===== src/rtl/fg_pkg.sv =====
package fg_pkg;
    localparam int DEF_FRAMES   = 128;
    localparam int DEF_MAX_GRP  = 16;
    localparam int DEF_MAX_LIVE = 32;

    typedef enum logic [1:0] {
        ALLOC_IDLE   = 2'd0,
        ALLOC_GRANT  = 2'd1,
        ALLOC_REJECT = 2'd2,
        ALLOC_HOLD   = 2'd3
    } alloc_res_e;
endpackage


===== src/rtl/fg_alloc_gate.sv =====
// Decides what happens to an allocation request in the current cycle.
module fg_alloc_gate #(
    parameter int MAX_GRP  = 16,
    parameter int MAX_LIVE = 32,
    parameter int CNT_W    = 5,
    parameter int LIVE_W   = 6,
    parameter int FREE_W   = 8
) (
    input  logic              req_valid_i,
    input  logic [CNT_W-1:0]  req_frames_i,
    input  logic              hold_i,
    input  logic [FREE_W-1:0] free_i,
    input  logic [LIVE_W-1:0] live_i,
    output fg_pkg::alloc_res_e res_o
);
    localparam logic [CNT_W-1:0]  MAX_GRP_C  = CNT_W'(MAX_GRP);
    localparam logic [LIVE_W-1:0] MAX_LIVE_C = LIVE_W'(MAX_LIVE);

    logic illegal;
    logic fits;

    always_comb begin
        illegal = (req_frames_i == '0) || (req_frames_i > MAX_GRP_C);
        fits    = (FREE_W'(req_frames_i) <= free_i) && (live_i < MAX_LIVE_C);
        if (!req_valid_i) begin
            res_o = fg_pkg::ALLOC_IDLE;
        end else if (hold_i) begin
            res_o = fg_pkg::ALLOC_HOLD;
        end else if (illegal) begin
            res_o = fg_pkg::ALLOC_REJECT;
        end else if (fits) begin
            res_o = fg_pkg::ALLOC_GRANT;
        end else begin
            res_o = fg_pkg::ALLOC_HOLD;
        end
    end
endmodule


===== src/rtl/fg_age_mask.sv =====
// Marks every live slot younger than the mispredicting slot.
module fg_age_mask #(
    parameter int MAX_LIVE = 32,
    parameter int GID_W    = 5,
    parameter int LIVE_W   = 6
) (
    input  logic [GID_W-1:0]    head_i,
    input  logic [LIVE_W-1:0]   live_i,
    input  logic                mis_valid_i,
    input  logic [GID_W-1:0]    mis_gid_i,
    output logic                in_range_o,
    output logic [GID_W-1:0]    mis_off_o,
    output logic [MAX_LIVE-1:0] mask_o
);
    assign mis_off_o  = mis_gid_i - head_i;
    assign in_range_o = mis_valid_i && ({1'b0, mis_off_o} < live_i);

    for (genvar s = 0; s < MAX_LIVE; s++) begin : g_slot
        logic [GID_W-1:0] age;
        assign age       = GID_W'(s) - head_i;
        assign mask_o[s] = in_range_o && (age > mis_off_o) && ({1'b0, age} < live_i);
    end
endmodule


===== src/rtl/fg_reclaim_sum.sv =====
// Adds up the frame counts of the squashed slots.
module fg_reclaim_sum #(
    parameter int MAX_LIVE = 32,
    parameter int CNT_W    = 5,
    parameter int FREE_W   = 8
) (
    input  logic [MAX_LIVE-1:0]            mask_i,
    input  logic [MAX_LIVE-1:0][CNT_W-1:0] cnt_i,
    output logic [FREE_W-1:0]              sum_o
);
    always_comb begin
        sum_o = '0;
        for (int s = 0; s < MAX_LIVE; s++) begin
            if (mask_i[s]) begin
                sum_o = sum_o + FREE_W'(cnt_i[s]);
            end
        end
    end
endmodule


===== src/rtl/frame_group_alloc.sv =====
module frame_group_alloc #(
    parameter int NUM_FRAMES = fg_pkg::DEF_FRAMES,
    parameter int MAX_GRP    = fg_pkg::DEF_MAX_GRP,
    parameter int MAX_LIVE   = fg_pkg::DEF_MAX_LIVE,
    localparam int FRAME_W   = $clog2(NUM_FRAMES),
    localparam int GID_W     = $clog2(MAX_LIVE),
    localparam int LIVE_W    = GID_W + 1,
    localparam int FREE_W    = $clog2(NUM_FRAMES + 1),
    localparam int CNT_W     = $clog2(MAX_GRP + 1)
) (
    input  logic                clk,
    input  logic                rst_n,
    input  logic                req_valid_i,
    input  logic [CNT_W-1:0]    req_frames_i,
    output logic                grant_o,
    output logic                reject_o,
    output logic [GID_W-1:0]    grant_gid_o,
    output logic [FRAME_W-1:0]  grant_base_o,
    input  logic                done_i,
    input  logic                keep_resident_i,
    input  logic                mispredict_i,
    input  logic [GID_W-1:0]    mispredict_gid_i,
    output logic                commit_o,
    output logic [GID_W-1:0]    commit_gid_o,
    output logic                commit_release_o,
    output logic                squash_o,
    output logic [MAX_LIVE-1:0] squash_mask_o,
    output logic                oldest_valid_o,
    output logic [GID_W-1:0]    oldest_gid_o,
    output logic [LIVE_W-1:0]   live_groups_o,
    output logic [FREE_W-1:0]   free_frames_o
);
    localparam logic [FREE_W-1:0] POOL_C = FREE_W'(NUM_FRAMES);

    typedef struct packed {
        logic [GID_W-1:0]                head;
        logic [GID_W-1:0]                tail;
        logic [LIVE_W-1:0]               live;
        logic [FREE_W-1:0]               used;
        logic [FRAME_W-1:0]              ftail;
        logic [MAX_LIVE-1:0][FRAME_W-1:0] base;
        logic [MAX_LIVE-1:0][CNT_W-1:0]   cnt;
    } state_t;

    state_t st_q, st_d;

    fg_pkg::alloc_res_e alloc_res;
    logic               mis_ok;
    logic [GID_W-1:0]   mis_off;
    logic [MAX_LIVE-1:0] sq_mask;
    logic [FREE_W-1:0]  reclaim;
    logic               event_cyc;
    logic               commit_fire;
    logic               release_fire;
    logic [FREE_W-1:0]  free_now;

    assign free_now     = POOL_C - st_q.used;
    assign event_cyc    = done_i || mispredict_i;
    assign commit_fire  = done_i && (st_q.live != '0);
    assign release_fire = commit_fire && !keep_resident_i;

    fg_alloc_gate #(
        .MAX_GRP (MAX_GRP),
        .MAX_LIVE(MAX_LIVE),
        .CNT_W   (CNT_W),
        .LIVE_W  (LIVE_W),
        .FREE_W  (FREE_W)
    ) u_gate (
        .req_valid_i (req_valid_i),
        .req_frames_i(req_frames_i),
        .hold_i      (event_cyc),
        .free_i      (free_now),
        .live_i      (st_q.live),
        .res_o       (alloc_res)
    );

    fg_age_mask #(
        .MAX_LIVE(MAX_LIVE),
        .GID_W   (GID_W),
        .LIVE_W  (LIVE_W)
    ) u_age (
        .head_i     (st_q.head),
        .live_i     (st_q.live),
        .mis_valid_i(mispredict_i),
        .mis_gid_i  (mispredict_gid_i),
        .in_range_o (mis_ok),
        .mis_off_o  (mis_off),
        .mask_o     (sq_mask)
    );

    fg_reclaim_sum #(
        .MAX_LIVE(MAX_LIVE),
        .CNT_W   (CNT_W),
        .FREE_W  (FREE_W)
    ) u_sum (
        .mask_i(sq_mask),
        .cnt_i (st_q.cnt),
        .sum_o (reclaim)
    );

    always_comb begin
        st_d = st_q;
        // squash of younger groups is applied before the commit
        if (mis_ok) begin
            st_d.tail  = mispredict_gid_i + GID_W'(1);
            st_d.live  = LIVE_W'(mis_off) + LIVE_W'(1);
            st_d.used  = st_q.used - reclaim;
            st_d.ftail = st_q.base[mispredict_gid_i] + FRAME_W'(st_q.cnt[mispredict_gid_i]);
        end
        if (release_fire) begin
            st_d.head = st_q.head + GID_W'(1);
            st_d.live = st_d.live - LIVE_W'(1);
            st_d.used = st_d.used - FREE_W'(st_q.cnt[st_q.head]);
        end
        if (alloc_res == fg_pkg::ALLOC_GRANT) begin
            st_d.base[st_q.tail] = st_q.ftail;
            st_d.cnt[st_q.tail]  = req_frames_i;
            st_d.tail            = st_q.tail + GID_W'(1);
            st_d.live            = st_q.live + LIVE_W'(1);
            st_d.used            = st_q.used + FREE_W'(req_frames_i);
            st_d.ftail           = st_q.ftail + FRAME_W'(req_frames_i);
        end
    end

    always_ff @(posedge clk) begin
        if (!rst_n) begin
            st_q <= '0;
        end else begin
            st_q <= st_d;
        end
    end

    assign grant_o          = (alloc_res == fg_pkg::ALLOC_GRANT);
    assign reject_o         = (alloc_res == fg_pkg::ALLOC_REJECT);
    assign grant_gid_o      = st_q.tail;
    assign grant_base_o     = st_q.ftail;
    assign commit_o         = commit_fire;
    assign commit_gid_o     = st_q.head;
    assign commit_release_o = release_fire;
    assign squash_o         = |sq_mask;
    assign squash_mask_o    = sq_mask;
    assign oldest_valid_o   = (st_q.live != '0);
    assign oldest_gid_o     = st_q.head;
    assign live_groups_o    = st_q.live;
    assign free_frames_o    = free_now;
endmodule


===== config.mk =====
export PLATFORM = sky130hd
export DESIGN_NAME = frame_group_alloc
export DESIGN_NICKNAME = d
export VERILOG_FILES = /design/src/rtl/fg_pkg.sv /design/src/rtl/fg_alloc_gate.sv /design/src/rtl/fg_age_mask.sv /design/src/rtl/fg_reclaim_sum.sv /design/src/rtl/frame_group_alloc.sv
export SDC_FILE = /design/constraint.sdc
export NUM_CORES = 2
export LEC_CHECK = 0
export ABC_AREA = 1
export CAP_MARGIN = 20
export CORE_ASPECT_RATIO = 0.6
export CORE_MARGIN = 2
export CORE_UTILIZATION = 42
export CTS_BUF_LIST = sky130_fd_sc_hd__clkbuf_8
export CTS_CLUSTER_DIAMETER = 60
export DETAILED_ROUTE_END_ITERATION = 7
export DONT_BUFFER_PORTS = 1
export HOLD_SLACK_MARGIN = 0.05
export PLACE_DENSITY = 0.58
export SYNTH_ARGS = -nofsm -noshare
export SYNTH_HDL_FRONTEND = slang
export SYNTH_SLANG_ARGS = --single-unit

===== constraint.sdc =====
create_clock -name clk -period 45.4 [get_ports clk]
set_input_delay 9.08 -clock clk [delete_from_list [all_inputs] [get_ports clk]]
set_output_delay 9.08 -clock clk [all_outputs]
set_load 0.01 [all_outputs]

* Yosys cells after proc, flatten, opt, wreduce, memory -nomap -nowiden *
Cells that the tools add are included.

word-level totals
  flip-flop bits (word level) = 415
  latch bits = 0
  RAM bits = 0
  ROM bits = 0
  input port bits = 16
  output and inout port bits = 74
  logic and storage cells = 346
  memories = 0

cells by class
  add/subtract/negate cells = 76
  multiply operators = 0
  div/mod/pow operators = 0
  magnitude comparators = 72
  equal/unequal tests = 2
  shifts and indexed selects = 0
  multiplexer cells = 51
  bitwise operators = 0
  reductions and logical operators = 76

operator list
  cell                 number
  $mux 410             1
  $add 8x5->8          31
  $mux 8               31
  $bwmux 224           1
  $lt 5x6->1           33
  $bwmux 160           1
  $gt 5x5->1           32
  $sub 5x5->5 const A  16
  $logic_and 1x1->1    69
  $bmux 5 s5           2
  $sub 4x5->5 const A  8
  $bmux 7 s5           1
  $demux 7 s5          1
  $reduce_or 32->1     1
  $mux 26              1
  $demux 5 s5          1
  $mux 5               4
  $sub 3x5->5 const A  4
  $lt 5x6->1 const B   3
  $add 5x1->5 const B  3
  $add 7x5->7          2
  $mux 14              1
  $mux 7               2
  $sub 1x5->5 const A  2
  other kinds (21)     26

* Logic depth before layout (Yosys ltp) *
  depth after elaboration = 73
  mapped depth = 194
  mapped depth without buffers = 188

* By module *
From an unflattened synthesis, not the netlist that was laid out.

unflattened totals
  cells, all modules = 5801
  area, all modules = 36217.2 um2

by module, submodules not included
  module             times used  cells an instance  area each (um2)  sequential area each (um2)
  frame_group_alloc  1           3172               21538.2          8308.0
  fg_reclaim_sum     1           1855               10097.2          0.0
  fg_age_mask        1           730                4352.9           0.0
  fg_alloc_gate      1           44                 229.0            0.0

* Least setup slack after synthesis *
OpenSTA, ideal clock, no wires.

  kind = input to register
  start point = input mispredict_gid_i[0]
  end point = register st_q[398] (netlist name)
  setup time = 0.122 ns
  data arrival time = 38.791 ns
  required time = 45.278 ns
  setup slack = 6.487 ns
  cell stages on the path = 134
  buffers on the path = 4
  cell sequence = clkinv_1 -> clkbuf_1 -> clkbuf_1 -> clkbuf_1 -> clkbuf_1 -> ha_1 -> inv_1 -> nand3_1 -> nand2_1 -> xnor2_1 -> inv_1 -> ha_1 -> a21oi_1 -> nor2_1 -> a21oi_2 -> nand3_2 -> inv_2 -> o21ai_0 -> [... 98 more ...] -> nand2_1 -> fa_1 -> or2_2 -> nand2_1 -> fa_1 -> or2_2 -> o21ai_0 -> ha_1 -> nand3b_1 -> and2_1 -> inv_1 -> a31oi_1 -> nand3_1 -> xor2_1 -> inv_1 -> nand4_1 -> nand2_1 -> a21oi_2

between the ends
  word-level cells in the longest chain between the ends = 73
  elaborated cells on any way between the ends = 167
  classes of those cells = add/sub: 34; order compare: 33; mux: 35; reduce/logical: 65

RTL lines
  item                            RTL line                  source
  start: declaration              frame_group_alloc.sv:22   input logic [GID_W-1:0] mispredict_gid_i,
  $sub 5x5->5 *                   fg_age_mask.sv:15         assign mis_off_o = mis_gid_i - head_i;
  $lt 5x6->1                      fg_age_mask.sv:16         assign in_range_o = mis_valid_i && ({1'b0, mis_off_o} < live_i);
  $logic_and 1x1->1               fg_age_mask.sv:16
  $logic_and 1x1->1 (2 in a row)  fg_age_mask.sv:21         assign mask_o[s] = in_range_o && (age > mis_off_o) && ({1'b0, age} < live_i);
  $mux 5                          fg_reclaim_sum.sv:14      if (mask_i[s]) begin
  $add 5x5->6                     fg_reclaim_sum.sv:15      sum_o = sum_o + FREE_W'(cnt_i[s]);
  $mux 8                          fg_reclaim_sum.sv:14
  $add 8x5->8                     fg_reclaim_sum.sv:15
  [... 56 more ...]               n/a
  $mux 8                          fg_reclaim_sum.sv:14
  $add 8x5->8                     fg_reclaim_sum.sv:15
  $mux 8                          fg_reclaim_sum.sv:14
  $sub 8x8->8                     frame_group_alloc.sv:107  st_d.used = st_q.used - reclaim;
  $mux 26 *                       frame_group_alloc.sv:104  if (mis_ok) begin
  $sub 8x5->8                     frame_group_alloc.sv:113  st_d.used = st_d.used - FREE_W'(st_q.cnt[st_q.head]);
  $mux 14 *                       frame_group_alloc.sv:110  if (release_fire) begin
  $mux 410 *                      frame_group_alloc.sv:115  if (alloc_res == fg_pkg::ALLOC_GRANT) begin
  end signal: assignment          frame_group_alloc.sv:129  st_q <= st_d;
  end: declaration                frame_group_alloc.sv:45   state_t st_q, st_d;

Mark *: on every way between the ends. The rest lies on a longest branch, timed or not. The select of a mux whose other input is x is not followed.
A chain may end at the register's enable or synchronous reset.

* Final worst setup path *
Ends and elaborated chain as after synthesis.

==> results_dict.tcl <==
set metrics [dict create \
    regArea_mm2 0.00831 \
    yosys_warnings 0 \
    ioPinCount 90 \
    drtIter0Drc 4228 \
    synth_top_area_share_pct 24.4 \
    p_leak_uw 0.0167 \
    dr.pass1.iters 6 \
    syn_nets 5540 \
    place.gp.congestion 0.958 \
    hp-class "flip-flop to flip-flop" \
    htreeDepth 3 \
    detail-route-antenna-nets 0 \
    synth_cell_types 56 \
    syn_to_final_growth_pct 5.83 \
    synth-seq-cells 415 \
    synthFlopType "dfxtp_1" \
    fp.dieArea_mm2 0.0834 \
    syn_inst 5173 \
    period_share_pct 88.1 \
    arrival_ns 40.62 \
    p_seq_share_pct 19.5 \
    outcome "completed" \
    die_w_um 371 \
    internal_power_uw 986 \
    end_kind "flip-flop" \
    holdBufCountCts 0 \
    cts_sinks 415 \
    cp-start-kind "primary input" \
    fill_cells 8316 \
    finalSetupViolCount 0 \
    grt.overflow.total 0 \
    setup_tns_ns 0 \
    crit_slowest_cell "fa_1" \
    min_delay_path_depth 2 \
    power_frac_clock_pct 17.3 \
    grt_pass1_wl_mm 197 \
    clock-skew-final_ns 0.0359 \
    coreArea_mm2 0.0799 \
    antenna_found_initial 4 \
    grtUsageTotal_pct 30.7 \
    peakVddDrop_v 0.0000407 \
    cts.clk_slew.worst_paths_ns 0.07 \
    clock_path_buffers 3 \
    yosysSeqAreaShare_pct 24.4 \
    grt_max_degree 363 \
    synth_edf_count 0 \
    finalHoldViolations 0 \
    drive_gt1_share_pct 6.09 \
    max_stage_delay_ns 0.53 \
    postRouteWirelength_mm 131 \
    fin_cells 6110 \
    critical_path_required_ns 46.02 \
    wl_per_cell_um 21.4 \
    dp_hpwl_mm 94.3 \
    initial_core_util_pct 42.6 \
    cts_resized 0 \
    synth.avg_cell_area_um2 6.58 \
    max_freq_mhz 25.0 \
    finalNetCount 5361 \
    cp_common_cell "nand2_1" \
    clockRootBuffer "clkbuf_8" \
    die_y_um 224 \
    finalCriticalPeriod_ns 40.00 \
    cts_tree "yes" \
    viasPerCell 5.77 \
    dp.cells 5983 \
    post_cts_buffers 0 \
    critPathKind "primary input to flip-flop" \
    numPortBuffers 0 \
    first_global_vias 31100 \
    slew_viol_final 0 \
    sw_frac_of_total_pct 51.7 \
    drcViolationCount 0 \
    synth.area.top_cells "dfxtp_1 (24%), ha_1 (12%), a21oi_1 (11%), o21ai_0 (10%), nand2_1 (8.5%)" \
    numCtsBuffers 71 \
    p_comb_share_pct 63.2 \
    ys_async_sr_fraction_pct 0 \
    synth_top_area_cell "dfxtp_1" \
    clk_latency_ns 0.70 \
    max_slew.worst_pin.slew_ns 1.14 \
    drv_cap 0 \
    rsz0062_at_grt "false" \
    worst-path-max-fanout 186 \
    vias 35200 \
    netSwitchingPower_uw 1050 \
    multi_input_area_mm2 0.0223 \
    core.rowCount 80 \
    p_per_area_mw_per_mm2 56.7 \
    rr_worst_depth 141 \
    max_slew_margin_pct 23.9 \
    synth.cell_area_mm2 0.0340 \
]
[cell families (layout without fill, tap and decap cells)]
kind of cell / Yosys count / count (layout) / share of synthesized area [%]
AOI/OAI and AO/OA: 1718 / 1718 / 27.0
and+or+nand+nor: 1700 / 1700 / 21.8
buffers and inverters: 878 / 746 / 10.2
DFF: 415 / 415 / 24.4
adders and majority gates: 356 / 356 / 13.9
xor gates and xnor gates: 106 / 106 / 2.78
other: 0 / 3 / 0
[worst paths after layout]
| path | startpoint | endpoint | slack, ns |
|---|---|---|---|
| worst max-delay path | mispredict_gid_i[0] | st_q[398]$_SDFF_PN0_ | 5.40 |
| worst min-delay path | flip-flop | flip-flop | 0.45 |
| worst max register to register | commit_gid_o[2]$_SDFFE_PN0P_ | st_q[398]$_SDFF_PN0_ | 13.27 |
| worst min register to register | flip-flop | flip-flop | 0.45 |
[worst max-delay path, delay by kind of cell]
family,cells,cell delay [ns]
adder cells (fa/ha/maj),37,15.91
AND/OR/NAND/NOR,59,7.46
AO/OA/AOI/OAI,19,5.09
buffers and inverters,16,1.65
XOR/XNOR,7,1.38
[cells in the mapped netlist, types with 29 or more instances]
library cell / n
nand3_1: 375
nand2_1: 766
ha_1: 314
xnor2_1: 53
dfxtp_1: 415
clkbuf_1: 256
buf_4: 37
a21oi_1: 765
nand2_2: 36
xor2_1: 52
or2_2: 35
nor2_1: 370
a31oi_1: 56
o21ai_0: 694
o21ai_1: 32
fa_1: 37
inv_1: 527
nand3_2: 29
[metrics by stage]
step | instance area, um2 | setup WS (ns) | hold slack, ns | utilization [%] | total power [uW]
after global placement | 34500 | 5.76 | 0.434 | 43.2 | 1640
after detailed placement | 34500 | 5.01 | 0.438 | 43.2 | 1660
after floorplan | 34000 | 6.49 | 0.425 | - | 1340
after CTS | 35900 | 5.76 | 0.447 | 45.0 | 2010
after global routing | 36000 | 3.43 | 0.471 | 45.1 | 2230
final | 36000 | 5.40 | 0.451 | 45.1 | 2040
[per-layer routing]
metal  vias up  wire length (um)  track usage, %
met5         -                21               0
met4         4              2410            6.27
met3       156             15900            8.11
met2      1647             48400            40.1
met1     16200             64000            48.7
li1      17300                 -               -
[layout make-up]
class                      instances  share of cell area, %
inverter                         555                   5.80
multi-input combinational       3880                   61.9
timing repair buffer              71                   1.63
antenna                            3                 0.0209
clock buffer                      83                   3.17
clock inverter                    37                  0.723
sequential                       415                   23.1
tap                             1066                   3.70
[power groups by stage]
stage	Combinational, uW	Clock [uW]	Sequential, uW
3_5_place_dp	1250	0	406
3_3_place_gp	1240	0	406
4_1_cts	1260	357	398
5_1_grt	1450	375	399
2_1_floorplan	945	0	396
6_report	1290	353	398
[cells in the final DEF, fill, tap and decap left out, drive strengths merged, types with 4 or more instances in the layout]
cell type and instances:
ha 314, o21a 7, xnor2 53, buf 71
o221ai 12, o311ai 11, o2111ai 26, a31oi 56
a22oi 7, nor4 4, dfxtp 415, nand4 20
xor2 53, nand3 404, or2 36, o211ai 20
nand2 802, a21o 5, fa 37, o21ai 726
clkbuf 83, nor3 28, nor2 375, maj3 5
o22ai 25, o41ai 6, a21oi 769, inv 564
clkinv 25, nand3b 8, and2 22, o21bai 8
a211oi 23, a32o 6
No activity file was read; power rests on OpenSTA's default activity.
